<file path="config.mk">
export PLATFORM = sky130hd
export DESIGN_NAME = tls_regslice
export DESIGN_NICKNAME = d
export VERILOG_FILES = /design/src/rtl/tlr_pkg.sv /design/src/rtl/tlr_pv_decode.sv /design/src/rtl/tlr_narrow.sv /design/src/rtl/tlr_state.sv /design/src/rtl/tlr_ur_gate.sv /design/src/rtl/tls_regslice.sv
export SDC_FILE = /design/constraint.sdc
export NUM_CORES = 1
export LEC_CHECK = 0
export BUFFER_PORTS_ARGS = -buffer_cell sky130_fd_sc_hd__clkbuf_2
export CAP_MARGIN = 20
export CORE_UTILIZATION = 50
export DETAILED_ROUTE_END_ITERATION = 16
export PLACE_DENSITY = 0.78
export SLEW_MARGIN = 20
export SYNTH_ARGS = -nofsm -noshare
export SYNTH_HDL_FRONTEND = slang
export SYNTH_SLANG_ARGS = --single-unit
</file>
<file path="constraint.sdc">
create_clock -name clk -period 4.15 [get_ports clk]
set_input_delay 0.415 -clock clk [delete_from_list [all_inputs] [get_ports clk]]
set_output_delay 0.415 -clock clk [all_outputs]
set_load 0.03 [all_outputs]
</file>
<file path="src/rtl/tlr_pkg.sv">
package tlr_pkg;

    localparam int unsigned REGNUM_W = 5;
    localparam int unsigned SEL_W    = 3;
    localparam int unsigned HWR_W    = 5;
    localparam int unsigned MASK_W   = 32;

    localparam logic [REGNUM_W-1:0] TP_REGNUM   = 5'd4;
    localparam logic [SEL_W-1:0]    TP_SEL      = 3'd2;
    localparam logic [REGNUM_W-1:0] MASK_REGNUM = 5'd7;
    localparam logic [SEL_W-1:0]    MASK_SEL    = 3'd0;

    localparam logic [HWR_W-1:0] HWR_TP_IDX = 5'd29;
    localparam logic [HWR_W-1:0] HWR_CC_IDX = 5'd2;

    typedef enum logic [1:0] {
        PV_NONE = 2'd0,
        PV_TP   = 2'd1,
        PV_MASK = 2'd2,
        PV_BAD  = 2'd3
    } pv_target_e;

    typedef enum logic [1:0] {
        UR_SRC_NONE = 2'd0,
        UR_SRC_TP   = 2'd1,
        UR_SRC_CC   = 2'd2
    } ur_src_e;

    typedef struct packed {
        logic    grant;
        logic    fault;
        ur_src_e src;
    } ur_resp_t;

    function automatic logic index_known(input logic [HWR_W-1:0] idx);
        return (idx == HWR_TP_IDX) || (idx == HWR_CC_IDX);
    endfunction

endpackage

</file>
<file path="src/rtl/tlr_pv_decode.sv">
module tlr_pv_decode
    import tlr_pkg::*;
(
    input  logic                rd_en,
    input  logic                wr_en,
    input  logic [REGNUM_W-1:0] regnum,
    input  logic [SEL_W-1:0]    sel,
    output pv_target_e          tgt
);
    always_comb begin
        tgt = PV_NONE;
        if (rd_en || wr_en) begin
            if (regnum == TP_REGNUM && sel == TP_SEL)
                tgt = PV_TP;
            else if (regnum == MASK_REGNUM && sel == MASK_SEL)
                tgt = PV_MASK;
            else
                tgt = PV_BAD;
        end
    end
endmodule

</file>
<file path="src/rtl/tlr_narrow.sv">
module tlr_narrow #(
    parameter int unsigned XLEN = 64
) (
    input  logic [XLEN-1:0] din,
    input  logic            wide,
    output logic [XLEN-1:0] dout
);
    generate
        if (XLEN > 32) begin : g_wide
            assign dout = wide ? din : {{(XLEN-32){din[31]}}, din[31:0]};
        end else begin : g_narrow
            logic unused_wide;
            assign unused_wide = wide;
            assign dout        = din;
        end
    endgenerate
endmodule

</file>
<file path="src/rtl/tlr_state.sv">
module tlr_state
    import tlr_pkg::*;
#(
    parameter int unsigned XLEN  = 64,
    parameter int unsigned CNT_W = 32
) (
    input  logic              clk,
    input  logic              rst,
    input  logic              tp_we,
    input  logic [XLEN-1:0]   tp_wdata,
    input  logic              mask_we,
    input  logic [MASK_W-1:0] mask_wdata,
    output logic [XLEN-1:0]   tp_q,
    output logic [MASK_W-1:0] mask_q,
    output logic [CNT_W-1:0]  cc_q
);
    always_ff @(posedge clk) begin
        if (rst) begin
            tp_q   <= '0;
            mask_q <= '0;
            cc_q   <= '0;
        end else begin
            cc_q <= cc_q + CNT_W'(1);
            if (tp_we)   tp_q   <= tp_wdata;
            if (mask_we) mask_q <= mask_wdata;
        end
    end
endmodule

</file>
<file path="src/rtl/tlr_ur_gate.sv">
module tlr_ur_gate
    import tlr_pkg::*;
#(
    parameter int unsigned XLEN  = 64,
    parameter int unsigned CNT_W = 32
) (
    input  logic              rd_en,
    input  logic [HWR_W-1:0]  idx,
    input  logic              kernel,
    input  logic              present,
    input  logic [MASK_W-1:0] mask_q,
    input  logic [XLEN-1:0]   tp_q,
    input  logic [CNT_W-1:0]  cc_q,
    output logic [XLEN-1:0]   rdata,
    output logic              valid,
    output logic              fault
);
    ur_resp_t resp;
    logic     allowed;
    logic     exists;

    always_comb begin
        exists  = index_known(idx) && ((idx != HWR_TP_IDX) || present);
        allowed = kernel || mask_q[idx];
        resp    = '{grant: 1'b0, fault: 1'b0, src: UR_SRC_NONE};
        if (rd_en) begin
            if (exists && allowed) begin
                resp.grant = 1'b1;
                resp.src   = (idx == HWR_TP_IDX) ? UR_SRC_TP : UR_SRC_CC;
            end else begin
                resp.fault = 1'b1;
            end
        end
    end

    always_comb begin
        unique case (resp.src)
            UR_SRC_TP: rdata = tp_q;
            UR_SRC_CC: rdata = XLEN'(cc_q);
            default:   rdata = '0;
        endcase
    end

    assign valid = resp.grant;
    assign fault = resp.fault;
endmodule

</file>
<file path="src/rtl/tls_regslice.sv">
module tls_regslice
    import tlr_pkg::*;
#(
    parameter int unsigned XLEN  = 64,
    parameter int unsigned CNT_W = 32
) (
    input  logic                clk,
    input  logic                rst,
    input  logic                cfg_tp_present,
    input  logic                kernel_mode,
    input  logic                pv_rd_en,
    input  logic                pv_wr_en,
    input  logic [REGNUM_W-1:0] pv_regnum,
    input  logic [SEL_W-1:0]    pv_sel,
    input  logic                pv_wide,
    input  logic [XLEN-1:0]     pv_wdata,
    output logic [XLEN-1:0]     pv_rdata,
    output logic                pv_invalid,
    input  logic                ur_rd_en,
    input  logic [HWR_W-1:0]    ur_index,
    output logic [XLEN-1:0]     ur_rdata,
    output logic                ur_valid,
    output logic                ur_fault
);
    localparam int unsigned MASK_PAD = XLEN - MASK_W;

    pv_target_e        tgt;
    logic [XLEN-1:0]   tp_q;
    logic [MASK_W-1:0] mask_q;
    logic [CNT_W-1:0]  cc_q;
    logic [XLEN-1:0]   tp_wdata_n;
    logic [XLEN-1:0]   tp_rdata_n;
    logic [XLEN-1:0]   mask_rdata_n;
    logic              tp_we;
    logic              mask_we;

    tlr_pv_decode u_dec (
        .rd_en  (pv_rd_en),
        .wr_en  (pv_wr_en),
        .regnum (pv_regnum),
        .sel    (pv_sel),
        .tgt    (tgt)
    );

    tlr_narrow #(.XLEN(XLEN)) u_wnar (
        .din  (pv_wdata),
        .wide (pv_wide),
        .dout (tp_wdata_n)
    );

    tlr_narrow #(.XLEN(XLEN)) u_rnar (
        .din  (tp_q),
        .wide (pv_wide),
        .dout (tp_rdata_n)
    );

    tlr_narrow #(.XLEN(XLEN)) u_mnar (
        .din  (XLEN'(mask_q)),
        .wide (1'b0),
        .dout (mask_rdata_n)
    );

    assign tp_we   = pv_wr_en && (tgt == PV_TP) && cfg_tp_present;
    assign mask_we = pv_wr_en && (tgt == PV_MASK);

    tlr_state #(.XLEN(XLEN), .CNT_W(CNT_W)) u_state (
        .clk        (clk),
        .rst        (rst),
        .tp_we      (tp_we),
        .tp_wdata   (tp_wdata_n),
        .mask_we    (mask_we),
        .mask_wdata (pv_wdata[MASK_W-1:0]),
        .tp_q       (tp_q),
        .mask_q     (mask_q),
        .cc_q       (cc_q)
    );

    always_comb begin
        pv_rdata = '0;
        if (pv_rd_en) begin
            unique case (tgt)
                PV_TP:   pv_rdata = cfg_tp_present ? tp_rdata_n : '0;
                PV_MASK: pv_rdata = mask_rdata_n;
                default: pv_rdata = '0;
            endcase
        end
    end

    assign pv_invalid = (tgt == PV_BAD);

    tlr_ur_gate #(.XLEN(XLEN), .CNT_W(CNT_W)) u_gate (
        .rd_en   (ur_rd_en),
        .idx     (ur_index),
        .kernel  (kernel_mode),
        .present (cfg_tp_present),
        .mask_q  (mask_q),
        .tp_q    (tp_q),
        .cc_q    (cc_q),
        .rdata   (ur_rdata),
        .valid   (ur_valid),
        .fault   (ur_fault)
    );

    if (MASK_PAD > XLEN) begin : g_bad_width
        initial $error("XLEN must be at least 32");
    end
endmodule

</file>
==> parameters.txt <==
Parameter                              Value

Logic synthesis
  Post-Synthesis Net Count    1,062
  Mean Syn Cell Area    7.152 um^2
  Number of distinct library cells after synthesis    45
  Cells after Synth    971
  Most instantiated library cell after synthesis    sky130_fd_sc_hd__nand2_1
  Total number of yosys warnings    0
  Most instantiated cells after synthesis    235 x sky130_fd_sc_hd__nand2_1, 134 x sky130_fd_sc_hd__a21oi_1, 128 x sky130_fd_sc_hd__dfxtp_1, 127 x sky130_fd_sc_hd__nor2_1, 72 x sky130_fd_sc_hd__clkbuf_1
  Area fraction of the dominant cell type after synthesis    36.90%
  Flop and latch count out of synthesis    128
  Main area contributors after synthesis    sky130_fd_sc_hd__dfxtp_1 37%, sky130_fd_sc_hd__nand2_1 13%, sky130_fd_sc_hd__a21oi_1 9.7%, sky130_fd_sc_hd__nor2_1 6.9%, sky130_fd_sc_hd__a22oi_1 6.8%
  Flip-flop cell with the highest count after synthesis    sky130_fd_sc_hd__dfxtp_1
  Number of synthesized flops with an enable pin    0
  Synth async-reset ratio    0%
  Largest area contributor in the netlist    sky130_fd_sc_hd__dfxtp_1
  Sequential fraction of the synthesis area    36.90%
  Combined area of all synthesized cells    6944 um^2

Route
  Routed length per instance    16.32 um
  Vias per Instance    5.612
  DRT Wirelength    21,540 um
  Via count of the routed design    7,408
  DR DRC count    0
  Number of iterations in the first detailed-routing pass    5
  DR iter-0 viols    694
  Antenna violation net count after detailed routing    0

Place
  Area of placed instances    8045 um^2
  Half-perimeter wire length of the detailed placement result    14,680 um
  # port buffers    215
  GPL Wtd Cong    0.8535

Flow run
  Max capacitance violation total    0

Clock tree
  CTS clk-pin slew, worst paths    0.05 ns
  CTS Buf Count    17
  Number of buffers between clock root and the deepest sink    2
  Root buffer cell    sky130_fd_sc_hd__clkbuf_16
  # H-tree levels    4
  CTS tree    done
  Post-CTS setup buffer count    0
  Total of cells resized after clock tree synthesis    0
  Clk sink count    128
  Hold buffer count at CTS    0
  Clock latency of the later-clocked register in the worst-skew pair    0.42 ns

Worst setup path
  Arrival time worst endpoint    3.27 ns
  Sort of element at the start of the critical path    primary input
  Largest fanout on the critical path    32
  Worst Reg-to-Reg Cells    5
  Setup Crit Path Kind    primary input to output pin
  Critical path endpoint category    output pin
  Worst setup path endpoint    ur_rdata[54]
  Worst setup startpoint    ur_index[0]
  Critical R2R Launch    u_state.cc_q[9]
  Required arrival time at the worst endpoint    3.73 ns
  Register-to-register setup slack    2.02 ns
  Destination of the worst register-to-register timing path    u_state.cc_q[31]

Timing
  Unrepaired setup endpoints after global routing    no
  Final max-slew violation count    0
  Tightest Pin Transition    0.8921 ns
  Setup Total Neg Slack    0 ns
  Relative max-transition margin    40.52%
  Time the worst path needs with I/O delays and setup    3.689 ns
  Maximum achievable frequency    0.2710 GHz
  Worst setup skew after layout    0.005927 ns
  Total of endpoints with negative setup slack in the final report    0
  Share of the clock period used by the worst path    88.90%
  Final-layout worst hold slack    0.2352 ns
  Final hold violations    0

Finish
  Syn-to-layout area delta    24.27%
  Total non-filler cell area in the finished layout    8630 um^2
  Final nets    1,223
  Layout cells sized above 1    24.58%
  Post-route core utilization    64.40%

Power
  Power density normalized to cell area    343.7 nW/um^2
  Switching Share    23.48%
  Proportion of power drawn by combinational gates    8.2%
  Internal power component    2270 uW
  LEAKAGE    0.003505 uW
  Net switching component of the power    696.3 uW
  Largest vdd supply drop    0.0002584 V
  Power share of the clock group    48.5%
  Sequential cell fraction of total power    43.2%

Floorplanning
  Ports    216
  Die extent in x    119.9 um
  Area enclosed by the die boundary    14,360 um^2
  Effective utilization at floorplan    51.82%
  Core area    13,400 um^2
  Die extent in y    119.9 um
  FP Rows    42

Hold path
  Hold depth    3
  Worst hold path class    primary input to flip-flop
  Hold path start    pv_wdata[29]

Global route
  Pin count of the biggest net entering global routing    111
  Vias in the first global route    6,493
  Remaining Overflow, GRT    0
  Total routing usage reported by global routing    30.10%
  First-pass GRT wire length    34,000 um
  Initial antenna violation count    1

Run status
  Run status    finished, final reports clean
-- power by group through the flow --
stage | logic [uW] | clock network, uW | registers, uW
global route | 268 | 1510 | 1280
CTS | 242 | 1450 | 1280
detailed placement | 240 | 0 | 1310
finish | 244 | 1440 | 1280
global placement | 238 | 0 | 1310
floorplan | 154 | 0 | 1300
-- layout by cell type, fill, tap and decap left out, drive strengths merged, types with 5 or more instances in the layout --
cell type / count
and3: 10
xor2: 18
ha: 6
a22oi: 63
dfxtp: 128
or3: 5
a211oi: 33
mux2i: 6
xnor2: 7
nand4: 10
and2: 36
inv: 7
o21ai: 5
buf: 18
a21oi: 134
nor2: 128
clkbuf: 240
nand3: 15
nand2: 235
mux4: 5
-- worst min path at each step --
stage / end / slack, ns
2_1_floorplan: u_state.cc_q[0] / 0.44
3_3_place_gp: u_state.mask_q[1] / 0.46
3_5_place_dp: u_state.mask_q[0] / 0.46
4_1_cts: u_state.tp_q[29] / 0.23
5_1_grt: u_state.tp_q[29] / 0.24
6_report: u_state.tp_q[29] / 0.24
-- state kept, by name, indices dropped and copies added (netlist names) --
| signal | cells |
|---|---|
| u_state.tp_q | 64 |
| u_state.cc_q | 32 |
| u_state.mask_q | 32 |
-- per-stage QoR --
step	std cells	setup slack (ns)	total power, uW
2_1_floorplan	971	0.7809	1451
3_3_place_gp	1289	0.5264	1546
3_5_place_dp	1289	0.4595	1548
4_1_cts	1319	0.4503	2972
5_1_grt	1319	0.2617	3063
6_report	1320	0.4606	2966
-- logic make-up (layout without fill, tap and decap cells) --
| group | after synthesis | after routing | share of synthesized area, % |
|---|---|---|---|
| buffers and inverters | 97 | 269 | 5.424 |
| AND/OR/NAND/NOR | 460 | 460 | 28.94 |
| XOR/XNOR | 25 | 25 | 3.153 |
| flip-flops | 128 | 128 | 36.90 |
| multiplexers | 12 | 12 | 2.757 |
| adder cells (fa/ha/maj) | 6 | 6 | 1.081 |
| other | 0 | 1 | 0 |
| AO/OA/AOI/OAI | 243 | 243 | 21.75 |
-- layout make-up --
type / instances / area (um^2)
diodes: 1 / 2.502
clock buffers: 26 / 529.3
clock inverters: 4 / 48.80
fillers: 1242 / 4771
inverters: 7 / 26.28
multi-input cells: 746 / 4018
flip-flops and latches: 128 / 2562
well taps: 176 / 220.2
repair buffers: 232 / 1222
-- worst max-delay path, stage by stage --
cell and delay, ns:
sky130_fd_sc_hd__clkbuf_2 0.30, sky130_fd_sc_hd__mux4_1 0.60, sky130_fd_sc_hd__mux2_4 0.29, sky130_fd_sc_hd__a221oi_2 0.24
sky130_fd_sc_hd__a211oi_2 0.11, sky130_fd_sc_hd__and3_1 0.20, sky130_fd_sc_hd__ha_1 0.31, sky130_fd_sc_hd__nor2b_2 0.13
sky130_fd_sc_hd__buf_4 0.29, sky130_fd_sc_hd__and2_1 0.18, sky130_fd_sc_hd__clkbuf_2 0.20
-- per-layer routing --
layer / part of all wire [%] / GRT usage, %
met5: 0 / 0
met4: 2.7 / 11.95
met3: 6.1 / 5.466
met2: 48 / 48.09
met1: 43 / 40.13
Power figures use the tool's default switching activity.
